[src/rtl/scr_pkg.sv]
package scr_pkg;

    typedef enum logic {
        SCR_MODE_SCRAMBLE   = 1'b0,
        SCR_MODE_DESCRAMBLE = 1'b1
    } scr_mode_e;

    typedef struct packed {
        logic bit_v;
        logic vld;
    } scr_out_t;

endpackage

[src/rtl/scr_history.sv]
// Bit history: index 0 holds the most recent bit (delay 1).
module scr_history #(
    parameter int LEN = 23
) (
    input  logic           clk_i,
    input  logic           rst_ni,
    input  logic           clr_i,
    input  logic           adv_i,
    input  logic           din_i,
    output logic [LEN-1:0] hist_o
);

    logic [LEN-1:0] hist_d, hist_q;

    always_comb begin
        hist_d = hist_q;
        if (clr_i) begin
            hist_d = '0;
        end else if (adv_i) begin
            hist_d = {hist_q[LEN-2:0], din_i};
        end
    end

    always_ff @(posedge clk_i or negedge rst_ni) begin
        if (!rst_ni) begin
            hist_q <= '0;
        end else begin
            hist_q <= hist_d;
        end
    end

    assign hist_o = hist_q;

endmodule

[src/rtl/scr_taps.sv]
// Sum of the two taps: delays TAP_NEAR and LEN.
module scr_taps #(
    parameter int LEN      = 23,
    parameter int TAP_NEAR = 18
) (
    input  logic [LEN-1:0] hist_i,
    output logic           fb_o
);

    localparam int IDX_NEAR = TAP_NEAR - 1;
    localparam int IDX_FAR  = LEN - 1;

    generate
        if (TAP_NEAR >= 1 && TAP_NEAR < LEN) begin : g_two_tap
            assign fb_o = hist_i[IDX_NEAR] ^ hist_i[IDX_FAR];
        end else begin : g_far_only
            assign fb_o = hist_i[IDX_FAR];
        end
    endgenerate

endmodule

[src/rtl/scr_selfsync.sv]
module scr_selfsync #(
    parameter int SR_LEN   = 23,
    parameter int TAP_NEAR = 18
) (
    input  logic clk_i,
    input  logic rst_ni,
    input  logic clr_i,
    input  logic mode_i,
    input  logic in_bit_i,
    input  logic in_vld_i,
    output logic out_bit_o,
    output logic out_vld_o
);

    import scr_pkg::*;

    logic [SR_LEN-1:0] hist_q;
    logic              fb;
    logic              mix;
    logic              shift_bit;
    logic              adv;
    scr_mode_e         mode;
    scr_out_t          out_d, out_q;

    assign mode = scr_mode_e'(mode_i);
    assign adv  = in_vld_i && !clr_i;

    scr_taps #(
        .LEN      (SR_LEN),
        .TAP_NEAR (TAP_NEAR)
    ) u_taps (
        .hist_i (hist_q),
        .fb_o   (fb)
    );

    always_comb begin
        mix       = in_bit_i ^ fb;
        shift_bit = (mode == SCR_MODE_DESCRAMBLE) ? in_bit_i : mix;
        out_d     = out_q;
        out_d.vld = adv;
        if (adv) begin
            out_d.bit_v = mix;
        end
    end

    scr_history #(
        .LEN (SR_LEN)
    ) u_hist (
        .clk_i  (clk_i),
        .rst_ni (rst_ni),
        .clr_i  (clr_i),
        .adv_i  (adv),
        .din_i  (shift_bit),
        .hist_o (hist_q)
    );

    always_ff @(posedge clk_i or negedge rst_ni) begin
        if (!rst_ni) begin
            out_q <= '0;
        end else begin
            out_q <= out_d;
        end
    end

    assign out_bit_o = out_q.bit_v;
    assign out_vld_o = out_q.vld;

endmodule

[config.mk]
export PLATFORM = sky130hd
export DESIGN_NAME = scr_selfsync
export DESIGN_NICKNAME = d
export VERILOG_FILES = /design/src/rtl/scr_pkg.sv /design/src/rtl/scr_history.sv /design/src/rtl/scr_taps.sv /design/src/rtl/scr_selfsync.sv
export SDC_FILE = /design/constraint.sdc
export NUM_CORES = 1
export LEC_CHECK = 0
export ABC_AREA = 1
export BUFFER_PORTS_ARGS = -buffer_cell sky130_fd_sc_hd__buf_2
export CORE_MARGIN = 5
export CORE_UTILIZATION = 40
export CTS_BUF_LIST = sky130_fd_sc_hd__clkbuf_4 sky130_fd_sc_hd__clkbuf_8
export DETAILED_ROUTE_END_ITERATION = 10
export SYNTH_ARGS = -nofsm -noshare
export SYNTH_HDL_FRONTEND = slang
export SYNTH_SLANG_ARGS = --single-unit
[constraint.sdc]
create_clock -name clk_i -period 2.1 [get_ports clk_i]
set_input_delay 0.105 -clock clk_i [delete_from_list [all_inputs] [get_ports clk_i]]
set_output_delay 0.105 -clock clk_i [all_outputs]
set_load 0.005 [all_outputs]
==> results of run 1 <==
==> state kept, by name, indices dropped and copies added, names as in the netlist <==
name	cells
out_bit_o	1
out_vld_o	1
u_hist.hist_o	23
==> synthesized netlist by cell type, drive strengths merged <==
cell    n  area (um2)
o22ai  21         144
o21ai   1        5.00
buf     4        45.0
nand2  13        51.3
nor2    1        6.26
a21oi   1        5.00
dfrtp  25         626
nand3   2        10.0
inv    27         101
==> how the worst max path moves through the flow <==
stage / startpoint / to / slack (ps) / cells past startpoint
floorplan: u_hist.hist_o[17] / u_hist.hist_o[0] / 1260 / 6
global placement: clr_i / u_hist.hist_o[1] / 1130 / 6
detailed placement: clr_i / u_hist.hist_o[1] / 1090 / 6
CTS: out_bit_o / out_bit_o / 1140 / 1
global route: u_hist.hist_o[17] / out_bit_o / 1040 / 7
finish: out_bit_o / out_bit_o / 1160 / 1
==> per-stage QoR <==
step / worst slack (ps) / cells / hold WS (ps)
final: 1160 / 133 / 53.4
after global placement: 1130 / 128 / 120
after floorplan: 1260 / 95 / -191
after global routing: 1040 / 133 / 47.1
after detailed placement: 1090 / 128 / 123
after CTS: 1140 / 133 / 37.7
==> kinds of logic after synthesis <==
group | count (synthesis)
buffers and inverters | 31
DFF | 25
AOI/OAI and AO/OA | 23
and+or+nand+nor | 16
==> power groups by stage <==
stage          Clock (uW)  Sequential (uW)  Combinational, uW
2_1_floorplan           0              500               30.9
3_3_place_gp            0              499               45.9
3_5_place_dp            0              499               46.7
4_1_cts               221              490               48.1
5_1_grt               242              491               54.7
6_report              207              490               47.1
==> layout make-up <==
cell class	instances	area, um2
flip-flops and latches	25	626
fillers	246	1370
clock buffers	3	22.5
well taps	30	37.5
clock inverters	1	5.00
inverters	27	101
repair buffers	8	45.0
multi-input cells	39	221
==> layer usage <==
layer  routed length, um  global-route usage (%)  part of all wire [%]  vias to the layer above
met3                  44                    2.38                   2.9                        2
li1                    -                       -                     -                      320
met5                   0                       0                     0                        -
met1                 743                    14.9                    50                      303
met4                  10                    5.38                  0.67                        0
met2                 695                    15.3                    47                        7
==> key figures, run 1 <==
Clock network
  • CTS tree: yes
  • Clock latency on the worst-skew pair: between 300 and 400 ps
  • Clock-pin transition on the worst setup and hold timing paths: 130 ps
  • H-tree depth: 1
  • Clock root cell: clkbuf_4
  • TritonCTS Buffers: 3
  • Clk sinks: 25
  • Buffer depth of the longest clock path: 2
  • Post-cts resize count: 0
  • Setup Fix Bufs, Post-CTS: 0
  • CTS Hold Bufs: 1

Placement
  • RePlAce Congestion: 0.723
  • Placed wire-length estimate: 939 um
  • IO buf count: 7
  • Dpl cell area: 1020 um2

Outcome
  • Run status: complete, no violations

Finish
  • Inserted Diodes: 0
  • Layout cells sized above 1: 15.5%
  • Synth-to-layout area growth: 6.55%
  • Most frequent cells in the layout: inv_1 (26), dfrtp_1 (25), o22ai_1 (19)
  • End-of-flow core utilization: 43.5%
  • Commonest non-fill, non-tap cell in the layout: inv_1
  • # nets final: 110
  • Post-route cell area: 1060 um2

Global routing
  • Largest net degree at the start of global routing: 26
  • GRT Overall Usage: between 10% and 20%
  • Vias in the first global route: approximately 660
  • First-pass GRT wire length: 2.86 mm
  • Total congestion overflow: 0
  • Initial antenna violation count: 0

Worst setup path
  • Crit path cell chain: buf_2
  • Crit path kind: register to output pin
  • CP max stage cell: dfrtp_1
  • Setup crit end kind: output pin
  • Slowest cell delay on critical path: 400 ps
  • CP arrival: 830 ps
  • FF-to-FF End: u_hist.hist_o[0]
  • R2R cell count: 6
  • Reg2reg setup slack: 1170 ps
  • Crit path buf inv count: 1
  • Crit path max fanout: 2
  • Worst path required time: 2000 ps
  • R2r startpoint: u_hist.hist_o[17]
  • Worst Setup Start Kind: register
  • Worst path top cell family by delay: flip-flops

Logic synthesis
  • Post-synthesis xor/xnor area fraction: 0%
  • Post-synthesis net count: 101
  • Syn avg cell area: approximately 10 um2
  • Warnings, synthesis: 0
  • Multiplexer share of the synthesized area: 0%
  • Synth Area in Compound Gates: approximately 15%
  • Cells after Synth: 95
  • Simple-gate portion of the synthesized area: 6.80%
  • Synth Cell Area: 993 um2
  • Library cells used by synthesis: 12
  • Post-synthesis sequential area ratio: 63.0%
  • #FFs+latches synth: 25
  • Adder-cell share of the synthesized area: 0%
  • Largest family of logic cells by synthesized area: compound AO/OA/AOI/OAI gates

Detailed routing
  • Via count: 632
  • Number of antenna-violating nets in the routed design: 0
  • DRC viols: 0
  • DRT iter0 DRCs: 14
  • Routed WL per cell: roughly 11 um
  • Via-to-Cell Ratio: ~4.8
  • First-pass DRT Iterations: 4
  • Routed WL: 1.49 mm

Floorplanning
  • Effective utilization at floorplan: 40.8%
  • Die Ht: 59.8 um
  • I/O Pins: 8
  • Die Wd: 59.8 um
  • Die area: approximately 3600 um2
  • Row cnt: 18
  • Core area: 2430 um2

Timing
  • Final setup fails: 0
  • Tmin final: 937 ps
  • Final period util: 44.6%
  • Rel. slew slack: 64.2%
  • Hold Vio Cnt, Final: 0
  • Skew final: 1.57 ps
  • Setup TNS: 0 ps
  • Fmax achieved: 1070 MHz
  • RSZ-0062 raised after global routing: false
  • Max Slew Vio Count: 0
  • Slew @ Worst Pin: 538 ps

Run
  • MaxCap Viol Count: 0

Worst hold path
  • Hold Path Stages: 4
  • Hold_sp: clr_i
  • Min-Delay Endpoint: u_hist.hist_o[0]
  • Hold crit path type: primary input to register

Pwr
  • Final Total Pwr: 744 uW
  • Max IR drop VDD: 0.382 mV
  • Power Dens Cells: between 700 and 800 nW/um2
  • Part of the power in combinational logic: about 6.3%
  • Proportion of power drawn by flip-flops and latches: 65.9%
  • Clock Power Share: between 20% and 30%
  • Internal power: 573 uW
  • P_leak: 0.000494 uW
  • Switching part of the total: a little under a quarter
  • Sw Pwr: ~170 uW
Note: power is estimated with default switching activity, not from simulation.
==> inputs of run 2 (changes only) <==
==> constraint.sdc (replaced) <==
create_clock -name clk_i -period 1 [get_ports clk_i]
set_input_delay 0.05 -clock clk_i [delete_from_list [all_inputs] [get_ports clk_i]]
set_output_delay 0.05 -clock clk_i [all_outputs]
set_load 0.005 [all_outputs]
==> run 2 against run 1 <==
Against the previous run:
- critical path depth up 4
- clock power is 130% higher
- clock-buffer cell count increased by 1
- largest cell class unchanged
==> key figures, run 2 (synthesis results as in run 1) <==
Clock network
  • Buffer depth of the longest clock path: 2 (unchanged)
  • TritonCTS Buffers: 3 (unchanged)
  • Clock-pin transition on the worst setup and hold timing paths: 130 ps (about the same)
  • CTS tree: yes
  • Clock root cell: clkbuf_4
  • Clock latency on the worst-skew pair: 310 ps (about the same)
  • H-tree depth: 1 (unchanged)
  • Clk sinks: 25 (unchanged)

Floorplanning
  • Row cnt: 18 (unchanged)
  • Die area: 3580 um2 (unchanged)
  • Die Ht: 59.8 um (unchanged)
  • Core area: 2430 um2 (unchanged)
  • Effective utilization at floorplan: 40.8% (unchanged)
  • I/O Pins: 8 (unchanged)
  • Die Wd: 59.8 um (unchanged)

Pwr
  • Internal power: 1260 uW (+120%)
  • Clock Power Share: 29.0% (+1.2 points)
  • Final Total Pwr: 1630 uW (+120%)
  • Sw Pwr: 373 uW (+120%)
  • Part of the power in combinational logic: 7.8% (+1.5 points)
  • Switching part of the total: 22.9% (-0.11 points)
  • Power Dens Cells: 1430 nW/um2 (+100%)
  • Proportion of power drawn by flip-flops and latches: 63.2% (-2.7 points)
  • Max IR drop VDD: 0.906 mV (+140%)
  • P_leak: 0.000532 uW (+7.6%)

Timing
  • Fmax achieved: ~1100 MHz
  • Skew final: 4.58 ps (+3.01 ps)
  • Final period util: ~95%
  • Final setup fails: 0 (unchanged)
  • RSZ-0062 raised after global routing: true
  • Setup TNS: 0 ps (unchanged)
  • Hold WS: 103 ps (+49.1 ps)
  • Max Slew Vio Count: 0 (unchanged)
  • Hold Vio Cnt, Final: 0 (unchanged)
  • Tmin final: 950 ps
  • Slew @ Worst Pin: 527 ps (-10.3 ps)
  • Rel. slew slack: 64.8% (+0.69 points)
  • Setup ws final: 49.7 ps (-1110 ps)

Finish
  • # nets final: 115 (+4.5%)
  • Layout cells sized above 1: 20.4% (+4.8 points)
  • Synth-to-layout area growth: 14.4%
  • End-of-flow core utilization: 46.7% (+3.2 points)
  • Inserted Diodes: 0 (unchanged)
  • Filler Cell Count: 242 (-1.6%)
  • Max reg flops: 23 (unchanged)
  • Most frequent cells in the layout: inv_1 (25), dfrtp_1 (25), o22ai_1 (19)

Placement
  • IO buf count: 7 (unchanged)
  • RePlAce Congestion: 0.769 (+6.4%)
  • DP Worst Slack: 91.6 ps (-1000 ps)
  • Placed wire-length estimate: 1.06 mm (+13%)

Global routing
  • Total congestion overflow: 0 (unchanged)
  • Initial antenna violation count: 0 (unchanged)
  • Largest net degree at the start of global routing: 26 (unchanged)
  • First-pass GRT wire length: 3.00 mm (+4.8%)
  • GRT Overall Usage: 11.4% (+0.76 points)
  • Vias in the first global route: 662 (+0.15%)

Worst setup path
  • CP arrival: 1190 ps (+360 ps)
  • Worst Setup Start Kind: primary input
  • Setup crit end kind: register
  • Crit path max fanout: 22 (+20)
  • Crit path kind: primary input to register
  • Worst path required time: 1240 ps (-760 ps)

Detailed routing
  • Routed WL: 1.66 mm (+11%)
  • Routed WL per cell: 12.0 um (+7.1%)
  • Via count: 656 (+3.8%)
  • Number of antenna-violating nets in the routed design: 0 (unchanged)
  • First-pass DRT Iterations: 4 (unchanged)
  • Via-to-Cell Ratio: 4.75 (about the same)
  • DRT iter0 DRCs: 25 (+11)
  • DRC viols: 0 (unchanged)

Worst hold path
  • Hold crit path type: primary input to register

Run
  • MaxCap Viol Count: 0 (unchanged)

Outcome
  • Run status: complete, no violations
==> run 2: through the flow <==
stage	instance area (um2)	instances
finish	1140	138
floorplan	993	95
global placement	1050	130
global route	1140	138
detailed placement	1050	130
CTS	1120	138
==> run 2: power by group through the flow <==
stage / combinational (uW) / sequential, uW / clock, uW
final: 127 / 1030 / 473
after global routing: 146 / 1030 / 547
after CTS: 124 / 1030 / 489
after detailed placement: 111 / 1050 / 0
after global placement: 109 / 1050 / 0
after floorplan: 64.8 / 1050 / 0
==> run 2: path summary, 6_finish.rpt <==
check	depth (start not counted)	end	slack (ps)	startpoint
worst max-delay path	5	u_hist.hist_o[17]	50	in_vld_i
worst min-delay path	5	out_bit_o	100	in_bit_i
worst max register to register	7	u_hist.hist_o[0]	60	u_hist.hist_o[22]
worst min register to register	2	out_bit_o	490	out_bit_o
max in group asynchronous	2	u_hist.hist_o[5]	410	rst_ni
min in group asynchronous	2	u_hist.hist_o[0]	230	rst_ni
==> run 2: routing by layer <==
| metal | track usage [%] | vias to the layer above | wire length [um] |
|---|---|---|---|
| met1 | 16.0 | 312 | 777 |
| li1 | - | 332 | - |
| met3 | 2.16 | 4 | 41 |
| met5 | 0 | - | 0 |
| met4 | 8.23 | 0 | 29 |
| met2 | 15.3 | 8 | 812 |
==> run 2: repair_timing <==
| item | CTS | global route |
|---|---|---|
| resized for setup | 0 | 8 |
| setup endpoints to repair | 0 | 21 |
| buffers inserted | 0 | 0 |
| endpoints found under the hold margin | 26 | 0 |
| hold buffers | 4 | 0 |
==> run 2: layout make-up <==
type / count / area (um2) / area share [%]
clock buffers: 4 / 30.0 / 2.64
inverters: 27 / 104 / 9.14
multi-input cells: 39 / 236 / 20.8
flip-flops and latches: 25 / 626 / 55.1
well taps: 30 / 37.5 / 3.30
repair buffers: 13 / 103 / 9.03
==> run 2: worst max-delay path, stage by stage <==
cell           delay [ps]
dlygate4sd3_1         530
buf_2                 150
nor2_2                170
inv_4                 130
o22ai_1               160
==> inputs of run 3 (changes only) <==
--- a/config.mk
+++ b/config.mk
@@ -7,10 +7,10 @@
 export LEC_CHECK = 0
 export ABC_AREA = 1
 export BUFFER_PORTS_ARGS = -buffer_cell sky130_fd_sc_hd__buf_2
-export CORE_MARGIN = 5
-export CORE_UTILIZATION = 40
+export CORE_UTILIZATION = 60
 export CTS_BUF_LIST = sky130_fd_sc_hd__clkbuf_4 sky130_fd_sc_hd__clkbuf_8
 export DETAILED_ROUTE_END_ITERATION = 10
+export PLACE_DENSITY = 0.8
 export SYNTH_ARGS = -nofsm -noshare
 export SYNTH_HDL_FRONTEND = slang
 export SYNTH_SLANG_ARGS = --single-unit
==> run 3 against run 2 <==
Against the previous run:
- maximum frequency grew 3.3%
- via count is 1.2% higher
- global-route usage rose by 9.8 points
- clock skew fell by 2.0 ps
- hold slack worse by 19 ps
- critical path depth increased by 1
- clock-buffer cell count unchanged
- worst setup slack gained 30 ps
- sequential share of layout area up 2.9 points
- utilization up 24 points
- flip-flop and latch count is the same
- final area down 5.1%
==> key figures, run 3 (synthesis results as in run 1) <==
Outcome
  • Run status: complete, no violations

Pwr
  • Proportion of power drawn by flip-flops and latches: 64.5% (+1.3 points)
  • Clock Power Share: 28.4% (-0.6 points)
  • Sw Pwr: 349 uW (-6.4%)
  • Switching part of the total: 21.9% (-1.0 points)
  • P_leak: 0.000514 uW (-3.4%)
  • Max IR drop VDD: 0.994 mV (+9.7%)
  • Internal power: 1250 uW (-0.80%)
  • Power Dens Cells: 1480 nW/um2 (+3.1%)
  • Part of the power in combinational logic: 7.1% (-0.7 points)

Worst setup path
  • Setup crit end kind: register
  • FF-to-FF End: out_bit_o
  • Worst path required time: 1210 ps (-30 ps)
  • Worst Setup Start Kind: register
  • Reg2reg setup slack: 80 ps (+20 ps)
  • Crit path max fanout: 3 (-86%)
  • R2r startpoint: u_hist.hist_o[17]
  • Worst setup path startpoint: u_hist.hist_o[17]
  • R2R cell count: 6 (-1)
  • Crit path kind: register to register
  • CP Capture Point: out_bit_o
  • CP arrival: 1130 ps (-60 ps)

Global routing
  • GRT Overall Usage: 21.2% (+9.8 points)
  • Global routing usage on met2: 33.3% (+18 points)
  • Met1 Resource Use GR: 28.9% (+13 points)
  • Total congestion overflow: 0 (unchanged)
  • Initial antenna violation count: 0 (unchanged)
  • GRT Max-Usage Layer: met2
  • First-pass GRT wire length: 2.78 mm (-7.4%)
  • Vias in the first global route: 626 (-5.4%)
  • Met3 Use GR: 5.11% (+2.9 points)
  • Largest net degree at the start of global routing: 26 (unchanged)

Timing
  • Skew final: 2.61 ps (-1.96 ps)
  • Fmax achieved: 1090 MHz (+3.3%)
  • Slew @ Worst Pin: 539 ps (+11.4 ps)
  • Final setup fails: 0 (unchanged)
  • Hold Vio Cnt, Final: 0 (unchanged)
  • Rel. slew slack: 64.1% (-0.76 points)
  • Tmin final: 920 ps (-30.0 ps)
  • Max Slew Vio Count: 0 (unchanged)
  • Hold WS: 83.6 ps (-18.9 ps)
  • RSZ-0062 raised after global routing: false
  • Setup TNS: 0 ps (unchanged)
  • Final period util: 92.0% (-3.0 points)

Detailed routing
  • Number of antenna-violating nets in the routed design: 0 (unchanged)
  • DRC viols: 0 (unchanged)
  • Routed WL per cell: 13.0 um (+8.5%)
  • Routed WL: 1.61 mm (-3.3%)
  • Via-to-Cell Ratio: 5.40 (+14%)
  • First-pass DRT Iterations: 4 (unchanged)
  • Via count: 664 (+1.2%)
  • DRT iter0 DRCs: 29 (+16%)

Clock network
  • TritonCTS Buffers: 3 (unchanged)
  • Clock root cell: clkbuf_4
  • CTS tree: yes
  • Clock-pin transition on the worst setup and hold timing paths: 120 ps (about the same)
  • Buffer depth of the longest clock path: 2 (unchanged)
  • Clk sinks: 25 (unchanged)
  • Clock latency on the worst-skew pair: 300 ps (about the same)
  • Setup Fix Bufs, Post-CTS: 0 (unchanged)
  • H-tree depth: 1 (unchanged)

Run
  • MaxCap Viol Count: 0 (unchanged)

Floorplanning
  • Effective utilization at floorplan: 65.2% (+24 points)
  • Core area: 1520 um2 (-37%)
  • Die area: 1820 um2 (-49%)
  • I/O Pins: 8 (unchanged)
  • Die Wd: 42.7 um (-29%)
  • Die Ht: 42.7 um (-29%)
  • Row cnt: 14 (-4)

Finish
  • Layout cells sized above 1: 16.8% (-3.5 points)
  • Post-route cell area: 1080 um2 (-5.1%)
  • Commonest non-fill, non-tap cell in the layout: inv_1
  • # nets final: 114 (-0.87%)
  • Synth-to-layout area growth: 8.56%
  • Inserted Diodes: 0 (unchanged)
  • Max reg flops: 23 (unchanged)
  • Most frequent cells in the layout: inv_1 (26), dfrtp_1 (25), o22ai_1 (19)

Placement
  • RePlAce Congestion: 0.692 (-10%)
  • Dpl cell area: 1020 um2 (-2.9%)
  • Placed wire-length estimate: 1.05 mm (-1.1%)
  • IO buf count: 7 (unchanged)

Worst hold path
  • Hold crit path type: primary input to register
run 3: area by class of cell:
type                            instances  area (um2)
Tap cell                               16        20.0
Timing Repair Buffer                   12        80.1
Sequential cell                        25         626
Multi-Input combinational cell         39         221
Fill cell                             116         445
Inverter                               27         101
Clock buffer                            4        30.0
run 3: per-stage QoR:
step / cells / util [%] / worst slack (ps) / total power [uW]
after floorplan: 95 / - / 161 / 1110
after global placement: 116 / 66.8 / 137 / 1150
after detailed placement: 116 / 66.8 / 112 / 1150
after CTS: 123 / 70.8 / 90.2 / 1620
after global routing: 123 / 70.8 / 20.4 / 1690
final: 123 / 70.8 / 79.7 / 1590
run 3: worst max-delay path: stages, from the launching register on:
cell     delay [ps]
dfrtp_1         400
inv_1            90
nand2_1          70
nand3_1          90
nand2_1          80
nand2_1          60
nand2_1          50
run 3: how the worst min path moves through the flow:
stage / cells after the start / start / endpoint / slack, ps
after floorplan: 0 / rst_ni / out_bit_o / -250
after global routing: 5 / in_bit_i / u_hist.hist_o[0] / 120
after detailed placement: 1 / rst_ni / u_hist.hist_o[8] / 60
final: 5 / in_bit_i / u_hist.hist_o[0] / 80
after global placement: 1 / rst_ni / u_hist.hist_o[8] / 50
after CTS: 5 / in_bit_i / u_hist.hist_o[0] / 70
run 3: what timing repair did:
item	4_1_cts	5_1_grt
resized for setup	0	0
hold endpoints to repair	26	0
hold buffers	3	0
run 3: metal layers:
layer	vias up	part of all wire [%]	wire (um)
li1	327	-	-
met1	324	47	754
met2	11	50	797
met3	2	2.8	45
met4	0	0.50	8
met5	-	0	0
run 3: power groups by stage:
stage	clock network, uW	registers [uW]	logic, uW
after floorplan	0	1050	64.8
after global placement	0	1050	100
after detailed placement	0	1050	103
after CTS	473	1030	114
after global routing	527	1030	127
final	453	1030	113
